==> src/rtl/nibble_alu_pkg.sv <==
package nibble_alu_pkg;

  typedef enum logic [2:0] {
    FN_ADD  = 3'b000,
    FN_INC  = 3'b001,
    FN_SUB  = 3'b010,
    FN_DEC  = 3'b011,
    FN_XOR  = 3'b100,
    FN_NOTA = 3'b101,
    FN_OR   = 3'b110,
    FN_AND  = 3'b111
  } alu_fn_e;

  localparam int unsigned FN_W = 3;

endpackage

==> src/rtl/nibble_alu_arith.sv <==
module nibble_alu_arith #(
  parameter int unsigned WIDTH = 4
) (
  input  logic [WIDTH-1:0] a_in,
  input  logic [WIDTH-1:0] b_in,
  input  logic             unary,
  input  logic             subtract,
  output logic [WIDTH-1:0] sum,
  output logic             carry,
  output logic             sovf
);

  localparam logic [WIDTH-1:0] ONE = {{(WIDTH-1){1'b0}}, 1'b1};

  logic [WIDTH-1:0] b_sel;
  logic [WIDTH-1:0] b_eff;
  logic [WIDTH:0]   chain;

  always_comb begin
    b_sel = unary ? ONE : b_in;
    b_eff = b_sel ^ {WIDTH{subtract}};
  end

  assign chain[0] = subtract;

  for (genvar i = 0; i < WIDTH; i++) begin : g_bit
    assign sum[i]     = a_in[i] ^ b_eff[i] ^ chain[i];
    assign chain[i+1] = (a_in[i] & b_eff[i]) | (chain[i] & (a_in[i] ^ b_eff[i]));
  end

  assign carry = chain[WIDTH];
  assign sovf  = chain[WIDTH] ^ chain[WIDTH-1];

endmodule

==> src/rtl/nibble_alu_logic.sv <==
module nibble_alu_logic #(
  parameter int unsigned WIDTH = 4
) (
  input  logic [WIDTH-1:0] a_in,
  input  logic [WIDTH-1:0] b_in,
  input  logic [1:0]       fsel,
  output logic [WIDTH-1:0] bits
);

  always_comb begin
    unique case (fsel)
      2'b00:   bits = a_in ^ b_in;
      2'b01:   bits = ~a_in;
      2'b10:   bits = a_in | b_in;
      default: bits = a_in & b_in;
    endcase
  end

endmodule

==> src/rtl/nibble_alu.sv <==
module nibble_alu
  import nibble_alu_pkg::*;
#(
  parameter int unsigned WIDTH = 4
) (
  input  logic [WIDTH-1:0] opa,
  input  logic [WIDTH-1:0] opb,
  input  logic [FN_W-1:0]  opsel,
  output logic [WIDTH-1:0] res,
  output logic             cout,
  output logic             ovf,
  output logic             zero
);

  logic [WIDTH-1:0] arith_sum;
  logic             arith_c;
  logic             arith_v;
  logic [WIDTH-1:0] logic_bits;
  logic             is_logic;

  assign is_logic = opsel[2];

  nibble_alu_arith #(.WIDTH(WIDTH)) u_arith (
    .a_in     (opa),
    .b_in     (opb),
    .unary    (opsel[0]),
    .subtract (opsel[1]),
    .sum      (arith_sum),
    .carry    (arith_c),
    .sovf     (arith_v)
  );

  nibble_alu_logic #(.WIDTH(WIDTH)) u_logic (
    .a_in (opa),
    .b_in (opb),
    .fsel (opsel[1:0]),
    .bits (logic_bits)
  );

  always_comb begin
    res  = is_logic ? logic_bits : arith_sum;
    cout = arith_c & ~is_logic;
    ovf  = arith_v & ~is_logic;
    zero = ~|res;
  end

endmodule

==> config.mk <==
export PLATFORM = sky130hd
export DESIGN_NAME = nibble_alu
export DESIGN_NICKNAME = d
export VERILOG_FILES = /design/src/rtl/nibble_alu_pkg.sv /design/src/rtl/nibble_alu_arith.sv /design/src/rtl/nibble_alu_logic.sv /design/src/rtl/nibble_alu.sv
export SDC_FILE = /design/constraint.sdc
export NUM_CORES = 1
export LEC_CHECK = 0
export BUFFER_PORTS_ARGS = -buffer_cell sky130_fd_sc_hd__clkbuf_2
export CAP_MARGIN = 20
export CORE_AREA = 2 2 39 41
export DETAILED_ROUTE_END_ITERATION = 8
export DIE_AREA = 0 0 41 43
export PLACE_DENSITY = 0.61
export RECOVER_POWER = 50
export SYNTH_ARGS = -nofsm -noshare
export SYNTH_HDL_FRONTEND = slang
export SYNTH_SLANG_ARGS = --single-unit
==> constraint.sdc <==
create_clock -name vclk -period 5
set_input_delay 0 -clock vclk [all_inputs]
set_output_delay 0 -clock vclk [all_outputs]
set_load 0.02 [all_outputs]
==> impl_results.md <==
* Cell Area, Synth at roughly 450 µm²
* Outcome: finished clean
* Crit-path max FO at 20
* IO Pins at 18
* Post-synth top area share at between 20% and 30%
* Register area at 0 µm²
* Wirelength, routed at slightly below 900 µm
* Worst Hold Depth at 3
* Initial antenna violation count at 0
* Arrival @ worst endpoint at roughly 2.8 ns
* Crit-path cells: clkbuf_1 -> xnor2_1 -> fa_1 -> fa_1 -> fa_1 -> inv_1 -> o221ai_1 -> nor4_2 -> clkbuf_2
* Synth cell count leaders: inv_1, nand2_1, ha_1
* WP depth at 9
* Setup crit end kind: output port
* Hold path startpoint: opsel[2]
* Top delay family on crit path: adder cells
* Crit start category: input port
* Setup Viol. Count Final at 0
* Die Span Y at roughly 43 µm
* Die X at around 40 µm
* Most frequent CP cell: fa_1
* Post-CTS setup buffers at 0
* Area of the core at about 0.0014 mm²
* Crit Path Class: in -> out
* Resize count post-CTS at 0
* Fin nets at 102
* LEAKAGE at about 0.28 nW
* Mapped Nets at between 80 and 90
* N_diodes at 0
* Synth area leaders: ha_1, fa_1, inv_1
* Total grt overflow at 0
* IO buf count at 18
* Cell Pwr Density at between 100 and 150 mW/mm²
* CP peak stage delay at just under 0.6 ns
* Crit share post-route at roughly 56%
* Avg Cell Area, Syn at ~7.2 µm²
* Maximum number of pins on one net before global-route repair at 21
* Share of post-route cells with drive strength above 1 at a little under a quarter
* Average routed wire per standard cell at 9.28 µm
* Pre-Repair DR Iteration Count at 3
* Seq/Total Area, Yosys at 0%
* WP data required at around 5.0 ns
* Hold_buf cts at 0
* Yosys warning count at 0
* Placed Area at 547 µm²
* Dpl hpwl at around 740 µm
* Max-Cap Viols at 0
* Final Hold Vio Count at 0
* Setup TNS at 0 ns
* Area leader, netlist: ha_1
* Slowest CP cell: clkbuf_1
* RSZ-0062 raised after global routing: false
* Final instance area at roughly 540 µm²
* Multi-input gate area at 387 µm²
* Cell count after synthesis at 63
* Peak VDD IR at 55.3 µV
* Clock buffers at 0
* Die area at between 0.0015 and 0.002 mm²
* Fillers at 161
* Count leader, synth: inv_1
* Pre-CTS WS at roughly 2.5 ns
* Highest Clock Rate at ~360 MHz
* Cell variety after synth at 19
* Buf/Inv on CP at 3
* Worst Hold Class: in -> out
* Vias at roughly 460
* Final core occ at roughly two fifths
* Pwr Total at approximately 0.065 mW
* First-pass GRT wire length at around 1600 µm
* Worst-Margin Slew at slightly above 0.8 ns
* Post-DRT Antenna Nets at 0
* RePlAce Congestion at between 0.7 and 0.8
* Vias in the first global route at ~400
* Layout area overhead at 19.4%
* Setup WS post-layout at 2.22 ns
* Slew HR at a little under half
* DRC viols at 0
* Hold EP: ovf
* Post-DR vias/cell at between 4 and 5
* Initial DRC Count at 3
* GRT Total Usage at about an eighth
* Initial Utilization at around a third
* Fin crit period at about 2.8 ns
* Slew Limit Fails at 0
* Row Count at 14
* Seq Cell Count at 0
[routing by layer]
metal	wire length, µm	global-route usage [%]	vias up
li1	-	-	246
met1	448	19.9	203
met2	395	19.1	9
met3	29	0	0
met4	0	0	0
met5	0	0	-
[power by group]
group / internal, mW / switching, mW
Clock: 0 / 0
Combinational: 0.0253 / 0.0397
Sequential: 0 / 0
[tightest hold or removal path, delay by kind of cell]
family	cells	cell delay (ns)
buffers and inverters	2	0.34
and+or+nand+nor	1	0.07
[logic make-up after synthesis]
family,synth area share (%)
compound gates,23.8
simple gates,19.7
buf+inv,13.3
fa+ha+maj,35.5
xor+xnor,7.76
[per-stage QoR]
step | instances | hold slack (ns)
3_5_place_dp | 94 | 0.416
5_1_grt | 94 | 0.456
4_1_cts | 94 | 0.418
2_1_floorplan | 63 | 0.276
3_3_place_gp | 94 | 0.417
6_report | 94 | 0.420
[worst max path at each step]
stage             start    to  slack (ns)
2_1_floorplan  opsel[1]  zero        2.52
6_report       opsel[1]  zero        2.22
3_3_place_gp   opsel[1]  zero        2.56
4_1_cts        opsel[1]  zero        2.53
3_5_place_dp   opsel[1]  zero        2.53
5_1_grt        opsel[1]  zero        1.91
[final cells by class]
class	instances	area share, %
multi-input combinational	48	71.7
tap	16	3.71
inverter	12	8.35
timing repair buffer	18	16.2
[placed cells by master, fill, tap and decap left out, drive strengths merged]
cell type and instances:
inv 12, o221ai 3, a311oi 1, ha 8
o21ai 2, or4 1, nor2b 1, fa 3
a21oi 4, xnor2 4, clkbuf 18, o211ai 3
and2b 1, nor2 5, o31ai 1, nand2 9
nor4 1, a211oi 1
Power figures use the tool's default switching activity.
